--- config.mk ---
export PLATFORM = sky130hd
export DESIGN_NAME = rx_addr_filter
export DESIGN_NICKNAME = d
export VERILOG_FILES = /design/src/rtl/rxf_pkg.sv /design/src/rtl/rxf_regs.sv /design/src/rtl/rxf_collect.sv /design/src/rtl/rxf_decide.sv /design/src/rtl/rx_addr_filter.sv
export SDC_FILE = /design/constraint.sdc
export NUM_CORES = 1
export LEC_CHECK = 0
export CORE_MARGIN = 5
export CORE_UTILIZATION = 45
export DETAILED_ROUTE_END_ITERATION = 10
export DONT_BUFFER_PORTS = 1
export GPL_TIMING_DRIVEN = 0
export PLACE_DENSITY = 0.65
export SLEW_MARGIN = 20
export SYNTH_ARGS = -nofsm -noshare
export SYNTH_HDL_FRONTEND = slang
export SYNTH_SLANG_ARGS = --single-unit
--- constraint.sdc ---
create_clock -name clk -period 2 [get_ports clk]
set_input_delay 0.1 -clock clk [delete_from_list [all_inputs] [get_ports clk]]
set_output_delay 0.1 -clock clk [all_outputs]
set_load 0.05 [all_outputs]
--- src/rtl/rxf_pkg.sv ---
`timescale 1ns/1ps
package rxf_pkg;
    localparam int CFG_AW     = 3;
    localparam int WORD_W     = 32;
    localparam int HASH_BITS  = 6;
    localparam int HASH_SIZE  = 1 << HASH_BITS;
    localparam int STA_HI_W   = 16;
    localparam logic [31:0] CRC_POLY = 32'h04C1_1DB7;
    localparam logic [31:0] CRC_INIT = 32'hFFFF_FFFF;

    localparam logic [CFG_AW-1:0] REG_CTRL    = 3'd0;
    localparam logic [CFG_AW-1:0] REG_STA_LO  = 3'd1;
    localparam logic [CFG_AW-1:0] REG_STA_HI  = 3'd2;
    localparam logic [CFG_AW-1:0] REG_HASH_LO = 3'd3;
    localparam logic [CFG_AW-1:0] REG_HASH_HI = 3'd4;

    typedef struct packed {
        logic hash_en;
        logic all_multi;
        logic promisc;
        logic rx_en;
    } rxf_ctrl_t;

    typedef enum logic [1:0] {
        MATCH_NONE,
        MATCH_INDIV,
        MATCH_GROUP,
        MATCH_BCAST
    } rxf_kind_e;

    function automatic logic [31:0] crc32_be_byte(input logic [31:0] c, input logic [7:0] b);
        logic [31:0] r;
        r = c;
        for (int i = 0; i < 8; i++) begin
            if (r[31] ^ b[i]) r = {r[30:0], 1'b0} ^ CRC_POLY;
            else              r = {r[30:0], 1'b0};
        end
        return r;
    endfunction

    function automatic logic [HASH_BITS-1:0] hash_index(input logic [31:0] c);
        return c[31 -: HASH_BITS];
    endfunction
endpackage

--- src/rtl/rxf_regs.sv ---
`timescale 1ns/1ps
module rxf_regs
    import rxf_pkg::*;
(
    input  logic                 clk,
    input  logic                 rst,
    input  logic                 cfg_we,
    input  logic [CFG_AW-1:0]    cfg_addr,
    input  logic [WORD_W-1:0]    cfg_wdata,
    output rxf_ctrl_t            ctrl,
    output logic [47:0]          sta_addr,
    output logic [HASH_SIZE-1:0] hash_tbl
);
    localparam int NWORDS = HASH_SIZE / WORD_W;

    logic [WORD_W-1:0]   sta_lo_q;
    logic [STA_HI_W-1:0] sta_hi_q;
    logic [WORD_W-1:0]   hash_q [NWORDS];

    always_ff @(posedge clk) begin
        if (rst) begin
            ctrl     <= '0;
            sta_lo_q <= '0;
            sta_hi_q <= '0;
        end else if (cfg_we) begin
            case (cfg_addr)
                REG_CTRL:   ctrl     <= rxf_ctrl_t'(cfg_wdata[3:0]);
                REG_STA_LO: sta_lo_q <= cfg_wdata;
                REG_STA_HI: sta_hi_q <= cfg_wdata[STA_HI_W-1:0];
                default: ;
            endcase
        end
    end

    for (genvar w = 0; w < NWORDS; w++) begin : g_hash
        always_ff @(posedge clk) begin
            if (rst)
                hash_q[w] <= '0;
            else if (cfg_we && cfg_addr == REG_HASH_LO + CFG_AW'(w))
                hash_q[w] <= cfg_wdata;
        end
        assign hash_tbl[w*WORD_W +: WORD_W] = hash_q[w];
    end

    // Wire order: byte 0 occupies the top of sta_addr.
    assign sta_addr = {sta_lo_q[7:0], sta_lo_q[15:8], sta_lo_q[23:16], sta_lo_q[31:24],
                       sta_hi_q[7:0], sta_hi_q[15:8]};

    p_ctrl_write_r11: assert property (@(posedge clk) disable iff (rst)
        (cfg_we && cfg_addr == REG_CTRL) |=> (ctrl == rxf_ctrl_t'($past(cfg_wdata[3:0]))));
    p_ctrl_hold_r11: assert property (@(posedge clk) disable iff (rst)
        !(cfg_we && cfg_addr == REG_CTRL) |=> $stable(ctrl));
endmodule

--- src/rtl/rxf_collect.sv ---
`timescale 1ns/1ps
module rxf_collect
    import rxf_pkg::*;
#(
    parameter int NBYTES = 6
) (
    input  logic                  clk,
    input  logic                  rst,
    input  logic                  da_valid,
    input  logic                  da_start,
    input  logic [7:0]            da_byte,
    output logic                  frame_done,
    output logic [NBYTES*8-1:0]   frame_da,
    output logic [31:0]           frame_crc
);
    localparam int AW = NBYTES * 8;
    localparam int CW = $clog2(NBYTES + 1);
    localparam logic [CW-1:0] FULL = CW'(NBYTES);

    logic [CW-1:0] cnt_q;
    logic          take;
    logic [CW-1:0] cnt_nx;

    assign take   = da_valid && (da_start || cnt_q != FULL);
    assign cnt_nx = da_start ? CW'(1) : cnt_q + CW'(1);

    always_ff @(posedge clk) begin
        if (rst) begin
            cnt_q      <= FULL;
            frame_done <= 1'b0;
            frame_da   <= '0;
            frame_crc  <= CRC_INIT;
        end else begin
            frame_done <= take && (cnt_nx == FULL);
            if (take) begin
                cnt_q <= cnt_nx;
                if (da_start) begin
                    frame_da  <= {{(AW-8){1'b0}}, da_byte};
                    frame_crc <= crc32_be_byte(CRC_INIT, da_byte);
                end else begin
                    frame_da  <= {frame_da[AW-9:0], da_byte};
                    frame_crc <= crc32_be_byte(frame_crc, da_byte);
                end
            end
        end
    end

    p_cnt_bound_r10: assert property (@(posedge clk) disable iff (rst) cnt_q <= FULL);
    p_done_needs_byte_r9: assert property (@(posedge clk) disable iff (rst)
        frame_done |-> $past(da_valid));
    p_stray_ignored_r10: assert property (@(posedge clk) disable iff (rst)
        (cnt_q == FULL && da_valid && !da_start) |=> (!frame_done && $stable(frame_da)));
endmodule

--- src/rtl/rxf_decide.sv ---
`timescale 1ns/1ps
module rxf_decide
    import rxf_pkg::*;
(
    input  logic                 clk,
    input  logic                 rst,
    input  rxf_ctrl_t            ctrl,
    input  logic [47:0]          sta_addr,
    input  logic [HASH_SIZE-1:0] hash_tbl,
    input  logic                 frame_done,
    input  logic [47:0]          frame_da,
    input  logic [31:0]          frame_crc,
    output logic                 dec_valid,
    output logic                 dec_accept
);
    rxf_kind_e            kind;
    logic [HASH_BITS-1:0] idx;
    logic                 hash_hit;
    logic                 accept_c;

    always_comb begin
        if (frame_da == '1)              kind = MATCH_BCAST;
        else if (frame_da == sta_addr)   kind = MATCH_INDIV;
        else if (frame_da[40])           kind = MATCH_GROUP;
        else                             kind = MATCH_NONE;
    end

    assign idx      = hash_index(frame_crc);
    assign hash_hit = ctrl.hash_en && hash_tbl[idx];

    always_comb begin
        accept_c = ctrl.promisc;
        case (kind)
            MATCH_BCAST: accept_c = 1'b1;
            MATCH_INDIV: accept_c = 1'b1;
            MATCH_GROUP: accept_c = accept_c | ctrl.all_multi | hash_hit;
            default:     ;
        endcase
    end

    always_ff @(posedge clk) begin
        if (rst) begin
            dec_valid  <= 1'b0;
            dec_accept <= 1'b0;
        end else begin
            dec_valid  <= frame_done && ctrl.rx_en;
            dec_accept <= frame_done && ctrl.rx_en && accept_c;
        end
    end

    p_off_silent_r8: assert property (@(posedge clk) disable iff (rst)
        !ctrl.rx_en |=> (!dec_valid && !dec_accept));
    p_pulse_r9: assert property (@(posedge clk) disable iff (rst)
        dec_valid |=> !dec_valid);
    p_promisc_accept_r4: assert property (@(posedge clk) disable iff (rst)
        (frame_done && ctrl.rx_en && ctrl.promisc) |=> dec_accept);
    p_bcast_accept_r3: assert property (@(posedge clk) disable iff (rst)
        (frame_done && ctrl.rx_en && frame_da == '1) |=> dec_accept);
    p_accept_qualified_r9: assert property (@(posedge clk) disable iff (rst)
        dec_accept |-> dec_valid);
endmodule

--- src/rtl/rx_addr_filter.sv ---
`timescale 1ns/1ps
module rx_addr_filter
    import rxf_pkg::*;
#(
    parameter int NBYTES = 6
) (
    input  logic              clk,
    input  logic              rst,
    input  logic              cfg_we,
    input  logic [2:0]        cfg_addr,
    input  logic [31:0]       cfg_wdata,
    input  logic              da_valid,
    input  logic              da_start,
    input  logic [7:0]        da_byte,
    output logic              dec_valid,
    output logic              dec_accept
);
    localparam int AW = NBYTES * 8;

    rxf_ctrl_t            ctrl;
    logic [47:0]          sta_addr;
    logic [HASH_SIZE-1:0] hash_tbl;
    logic                 frame_done;
    logic [AW-1:0]        frame_da;
    logic [31:0]          frame_crc;

    rxf_regs u_regs (
        .clk       (clk),
        .rst       (rst),
        .cfg_we    (cfg_we),
        .cfg_addr  (cfg_addr),
        .cfg_wdata (cfg_wdata),
        .ctrl      (ctrl),
        .sta_addr  (sta_addr),
        .hash_tbl  (hash_tbl)
    );

    rxf_collect #(.NBYTES(NBYTES)) u_collect (
        .clk        (clk),
        .rst        (rst),
        .da_valid   (da_valid),
        .da_start   (da_start),
        .da_byte    (da_byte),
        .frame_done (frame_done),
        .frame_da   (frame_da),
        .frame_crc  (frame_crc)
    );

    rxf_decide u_decide (
        .clk        (clk),
        .rst        (rst),
        .ctrl       (ctrl),
        .sta_addr   (sta_addr),
        .hash_tbl   (hash_tbl),
        .frame_done (frame_done),
        .frame_da   (frame_da[47:0]),
        .frame_crc  (frame_crc),
        .dec_valid  (dec_valid),
        .dec_accept (dec_accept)
    );
endmodule

==> results.tsv, run 1 <==
stage	metric	value	unit
sta	min_period	2030	ps
clock_tree	root_buffer	clkbuf_16	
status	violations	setup timing	
drt	wirelength	29400	um
placed_design	pre_cts_ws	-751	ps
die	die_width	159	um
yosys	syn_nets	1077	
finish	final_cells	1421	
yosys	ys_seq_area_frac	0.469	
sta	final.period_utilization	1.01	
finish	fin_nets	1174	
power	p_leak	4.57	nW
yosys	ys_seq_elements	202	
drt	via_per_inst	5.62	
sta	hold_ws	15.8	ps
job	drv_cap	0	
finish	n_fill_cell	1815	
clock_tree	cts_buffers	22	
sta	report.final.slew_viol_count	0	
finish	utilization	0.561	
clock_tree	cts_tree	yes	
placed_design	place_area	10400	sq um
die	ioPinCount	50	
finish	regArea	4690	sq um
power	powerDensity	1020	nW/um^2
yosys	synth.distinct_cells	46	
die	dieArea	25300	sq um
critical_path	crit_type	reg2reg	
global_route	grt_pass1_vias	7696	
critical_path	critPathRequiredTime	2410	ps
die	core_area	21800	sq um
critical_path	crit_fanout	5	
placed_design	place_inst	1307	
yosys	synth.top_cell.area_share	0.276	
die	initial_core_util	0.458	
sta	worst_slew_pin_slew	770	ps
sta	slew_headroom	0.485	
placed_design	hpwlAfterDp	20200	um
yosys	synth_area_per_cell	9.73	sq um
yosys	synth_flop_cell	dfxtp_1	
finish	multiInputGateArea	5190	sq um
drt	drtAntennaViolNets	0	
sta	setup_ws	-26.1	ps
sta	setup_viol	1	
clock_tree	h-tree-depth	1	
yosys	synth.area.top_cells	dfxtp_1 28%, edfxtp_1 19%, xnor2_1 11%	
sta	fin_setup_tns	-26.1	ps
clock_tree	cts_buffer_depth	3	
drt	drt-initial-drc-count	811	
finish	fin_area	12300	sq um
global_route	grt_pass1_wl	45200	um
global_route	antenna_found_initial	1	
placed_design	gp_congestion	0.904	
drt	route.detailed.drc	0	
clock_tree	path_clk_slew	60	ps
die	dieHeight	159	um
finish	final_common_cell	nand2_1	
power	peakVddDrop	0.000480	V
sta	rsz0062_at_grt	true	
yosys	async_flop_share	0	
clock_tree	clk_latency	510	ps
yosys	yosysTopAreaCell	dfxtp_1	
finish	drive_gt1_frac	0.135	
yosys	synth_edf_count	64	
drt	dr.pass1.iters	5	
sta	hold_viol	0	
clock_tree	cts.sinks	202	
sta	skew	12.8	ps
status	status	finished with violations	
global_route	grt_start_max_net_pins	33	
finish	layout_common_cells	155 x nand2_1, 134 x dfxtp_1, 115 x xnor2_1	
global_route	grt_overflow	0	
hold_path	hp-class	in2reg	
critical_path	end_kind	flop	
critical_path	crit_arrival	2440	ps
sta	max_freq	494	MHz
drt	wl_per_cell	20.7	um
yosys	synth_area	9990	sq um
power	total_power	12.5	mW
yosys	yosys_warnings	0	
finish	area_delta_synth_final	22.6	%
placed_design	port_buffers	0	
drt	vias	7985	
die	rows	54	
yosys	syn_inst	1027	
critical_path	worst_setup_path_start_kind	flop	
global_route	grt_use_total	0.223	
[path summary, 6_finish.rpt]
path / end / startpoint / depth (start not counted) / slack [ps]
worst max-delay path: u_decide.dec_accept / u_collect.frame_crc[26] / 8 / -30
worst min-delay path: u_regs.sta_hi_q[0] / cfg_addr[2] / 5 / 20
worst max register to register: u_decide.dec_accept / u_collect.frame_crc[26] / 8 / -30
worst min register to register: u_regs.sta_hi_q[11] / u_regs.sta_hi_q[11] / 2 / 470
[routing by layer]
layer / routed length [um] / vias up / track usage
li1: - / 3724 / -
met1: 12900 / 3860 / 0.317
met2: 13700 / 327 / 0.352
met3: 1700 / 74 / 0.0287
met4: 1070 / 0 / 0.0810
met5: 0 / - / 0
[cell families (layout without fill, tap and decap cells)]
logic type | after synthesis | after routing | synth area share
buf+inv | 82 | 195 | 0.0351
xor+xnor | 163 | 163 | 0.169
compound gates | 163 | 163 | 0.0948
fa+ha+maj | 2 | 2 | 0.00250
simple gates | 393 | 393 | 0.187
flops | 202 | 202 | 0.469
mux | 22 | 22 | 0.0421
other cells | 0 | 1 | 0
[synth_stat cells, types with 2 or more instances]
| library cell | count |
|---|---|
| buf_2 | 7 |
| nor3_1 | 6 |
| a21oi_1 | 106 |
| xnor2_1 | 122 |
| nor2_1 | 69 |
| buf_4 | 7 |
| and2_1 | 68 |
| mux2i_1 | 6 |
| or3_1 | 2 |
| o211a_1 | 2 |
| mux4_2 | 16 |
| o31a_1 | 2 |
| nor2b_1 | 3 |
| nand4_1 | 25 |
| clkbuf_1 | 57 |
| nand3_1 | 10 |
| xnor2_2 | 6 |
| dfxtp_1 | 138 |
| buf_1 | 5 |
| xnor3_2 | 2 |
| and3_1 | 42 |
| a211oi_1 | 5 |
| a22oi_1 | 8 |
| inv_1 | 5 |
| o211ai_1 | 23 |
| xnor2_4 | 3 |
| edfxtp_1 | 64 |
| nor4_1 | 6 |
| nand2_1 | 158 |
| xor2_1 | 20 |
| xnor3_1 | 8 |
| o21ai_1 | 10 |
| ha_1 | 2 |
| or2_2 | 2 |
[critical path, cell delays in order (launching register included)]
cell and delay, ps:
dfxtp_4 360, buf_12 120, clkbuf_16 150, mux4_2 510, a22oi_2 200, a21oi_1 100
a211oi_2 240, nor3_2 80, o21a_1 160
[area by class of cell]
class | instances | share of cell area
clock inverters | 9 | 0.0123
flip-flops and latches | 202 | 0.383
inverters | 5 | 0.00153
repair buffers | 74 | 0.0606
plain buffers | 76 | 0.0332
clock buffers | 31 | 0.0573
multi-input cells | 743 | 0.423
well taps | 280 | 0.0286
diodes | 1 | 0.000204
[timing repair]
action / 4_1_cts / 5_1_grt
cloned: 0 / 1
setup endpoints to repair: 55 / 106
hold buffers: 51 / 0
endpoints found under the hold margin: 128 / 0
pin swaps: 8 / 19
setup buffers: 10 / 13
resized for setup: 40 / 35
[report_power, final]
| part | internal (mW) | switching, mW |
|---|---|---|
| Combinational | 1.60 | 1.56 |
| Sequential | 4.46 | 0.162 |
| Clock | 2.97 | 1.73 |
[flip-flops by register name, indices dropped and copies added, names as in the netlist]
signal	cells
u_collect.frame_da	48
u_regs.sta_hi_q	16
u_regs.ctrl	4
u_regs.sta_lo_q	32
u_collect.cnt_q	3
u_decide.dec_accept	1
u_collect.frame_done	1
u_decide.dec_valid	1
u_regs.hash_q	64
u_collect.frame_crc	32
Note: power is estimated with default switching activity, not from simulation.
==> run 2, diff against run 1 <==
--- a/config.mk
+++ b/config.mk
@@ -5,6 +5,7 @@
 export SDC_FILE = /design/constraint.sdc
 export NUM_CORES = 1
 export LEC_CHECK = 0
+export CORE_ASPECT_RATIO = 1.1
 export CORE_MARGIN = 5
 export CORE_UTILIZATION = 45
 export DETAILED_ROUTE_END_ITERATION = 10
==> results.tsv, run 2 (synthesized netlist as in run 1, its figures left out) <==
stage	metric	value	unit	change
status	status	finished with violations		
status	violations	setup timing		
sta	final.period_utilization	1.02		+0.00855
drt	vias	7842		-1.8%
critical_path	crit_type	reg2reg		
sta	skew	11.5	ps	-1.33 ps
die	dieHeight	166	um	+4.6%
placed_design	port_buffers	0		unchanged
sta	rsz0062_at_grt	true		
critical_path	end_kind	flop		
drt	via_per_inst	5.48		-2.5%
sta	hold_ws	36.7	ps	+20.9 ps
finish	regMostFlops	u_regs.hash_q		
sta	setup_viol	59		+58
critical_path	crit_fanout	5		unchanged
critical_path	worst_setup_path_start_kind	flop		
die	die_width	152	um	-4.4%
clock_tree	cts.sinks	202		unchanged
drt	wirelength	29200	um	-0.87%
placed_design	hpwlAfterDp	20500	um	+1.5%
global_route	grt_overflow	0		unchanged
sta	min_period	2040	ps	+17.1 ps
clock_tree	h-tree-depth	1		unchanged
sta	setup_ws	-43.2	ps	-17.1 ps
finish	area_delta_synth_final	21.0	%	
finish	drive_gt1_frac	0.121		-0.0137
global_route	antenna_found_initial	1		unchanged
clock_tree	cts_tree	yes		
job	drv_cap	0		unchanged
die	rows	57		+5.6%
critical_path	crit_arrival	2440	ps	about the same
sta	max_freq	489	MHz	-0.84%
die	ioPinCount	50		unchanged
sta	report.final.slew_viol_count	0		unchanged
sta	hold_viol	0		unchanged
global_route	grt_start_max_net_pins	33		unchanged
clock_tree	cts_buffers	23		+4.5%
drt	route.detailed.drc	0		unchanged
critical_path	worstReg2RegEnd	u_decide.dec_accept		
finish	utilization	0.550		-0.0111
hold_path	min_delay_path_depth	3		-2
critical_path	startpoint	u_collect.frame_crc[26]		
sta	worst_slew_pin_slew	826	ps	+55.8 ps
drt	drt-initial-drc-count	703		-13%
hold_path	hp-class	in2reg		
power	total_power	11.8	mW	-5.8%
global_route	grt_pass1_wl	45100	um	about the same
critical_path	critPathRequiredTime	2400	ps	about the same
clock_tree	clk_latency	520	ps	about the same
hold_path	hp-start	da_byte[2]		
finish	largest_register_ffs	64		unchanged
sta	slew_headroom	0.448		-0.0373
power	p_leak	4.47	nW	-2.3%
finish	layout_common_cells	155 x nand2_1, 134 x dfxtp_1, 114 x xnor2_1		
die	initial_core_util	0.455		-0.00297
clock_tree	path_clk_slew	60	ps	about the same
power	peakVddDrop	0.000644	V	+34%
placed_design	gp_congestion	0.937		+3.6%
drt	wl_per_cell	20.4	um	-1.6%
drt	drtAntennaViolNets	0		unchanged
finish	antennaDiodeCount	0		-1
critical_path	rr_worst_depth	7		-1
critical_path	endpoint	u_decide.dec_accept		
drt	dr.pass1.iters	5		unchanged
clock_tree	cts_buffer_depth	3		unchanged
finish	final_common_cell	nand2_1		
critical_path	regToRegSetupSlack	-40	ps	-20 ps
finish	fin_nets	1170		-0.34%
power	powerDensity	973	nW/um^2	-4.5%
die	dieArea	25300	sq um	about the same
finish	reg_top3	u_regs.hash_q (64), u_collect.frame_da (48)		
die	core_area	22000	sq um	+0.65%
global_route	grt_use_total	0.225		+0.00126
global_route	grt_pass1_vias	7631		-0.84%
critical_path	timing.rr.start	u_collect.frame_crc[26]		
clock_tree	root_buffer	clkbuf_16		
run 2: cell count changes in the layout (fill, tap and decap cells not counted), sizes merged:
| cell | before | now |
|---|---|---|
| buf | 42 | 41 |
| bufinv | 4 | 1 |
| clkbuf | 88 | 87 |
| clkinv | 4 | 9 |
| diode | 1 | 0 |
| dlygate4sd3 | 51 | 48 |
run 2: worst max-delay path, stage by stage, from the launching register on:
cell,delay (ps)
dfxtp_4,410
buf_12,140
mux4_2,570
a22oi_2,220
a21oi_2,80
a211oi_2,210
nor3_1,60
o21a_1,220
run 2: repair_timing:
item,CTS,global route
pin swaps,11,15
gates resized for setup,50,34
hold buffers,48,0
gates cloned,1,0
setup buffers,13,7
hold endpoints to repair,127,0
endpoints found under the setup margin,44,144
run 2: cell type report:
class	instances	area, sq um
buffer	76	428
clock buffer	31	606
clock inverter	11	93.8
fill	2008	9880
inverter	5	18.8
multi-input combinational	743	5220
sequential	202	4690
tap	295	369
timing repair buffer	69	666
run 2: worst min path at each step:
stage | end | slack (ps)
2_1_floorplan | u_regs.sta_hi_q[0] | 240
3_3_place_gp | u_regs.sta_lo_q[5] | 240
3_5_place_dp | u_regs.sta_lo_q[13] | 240
4_1_cts | u_regs.sta_hi_q[4] | 20
5_1_grt | u_collect.frame_crc[31] | 60
6_report | u_collect.frame_crc[31] | 40
run 2: through the flow:
step                TNS, ps  std cells  instance area [sq um]  setup slack [ps]
floorplan                 0       1027                  10000              1.27
global placement     -25760       1322                  10400              -778
detailed placement   -10830       1322                  10400              -769
CTS                    -829       1425                  11900             -73.3
global route         -10800       1432                  12100              -191
finish                 -994       1432                  12100             -43.2
run 2: layer usage:
layer	routed length, um	track usage	vias up
met1	12800	0.303	3797
li1	-	-	3703
met4	827	0.0622	2
met5	13	0	-
met3	1560	0.0326	68
met2	14000	0.379	272
run 2: power by group:
part	switching [mW]	internal (mW)	total, mW	leakage (nW)
clock network	1.67	2.27	3.94	0.343
logic	1.56	1.63	3.18	2.38
registers	0.169	4.47	4.64	1.74
total	3.40	8.37	11.8	4.47
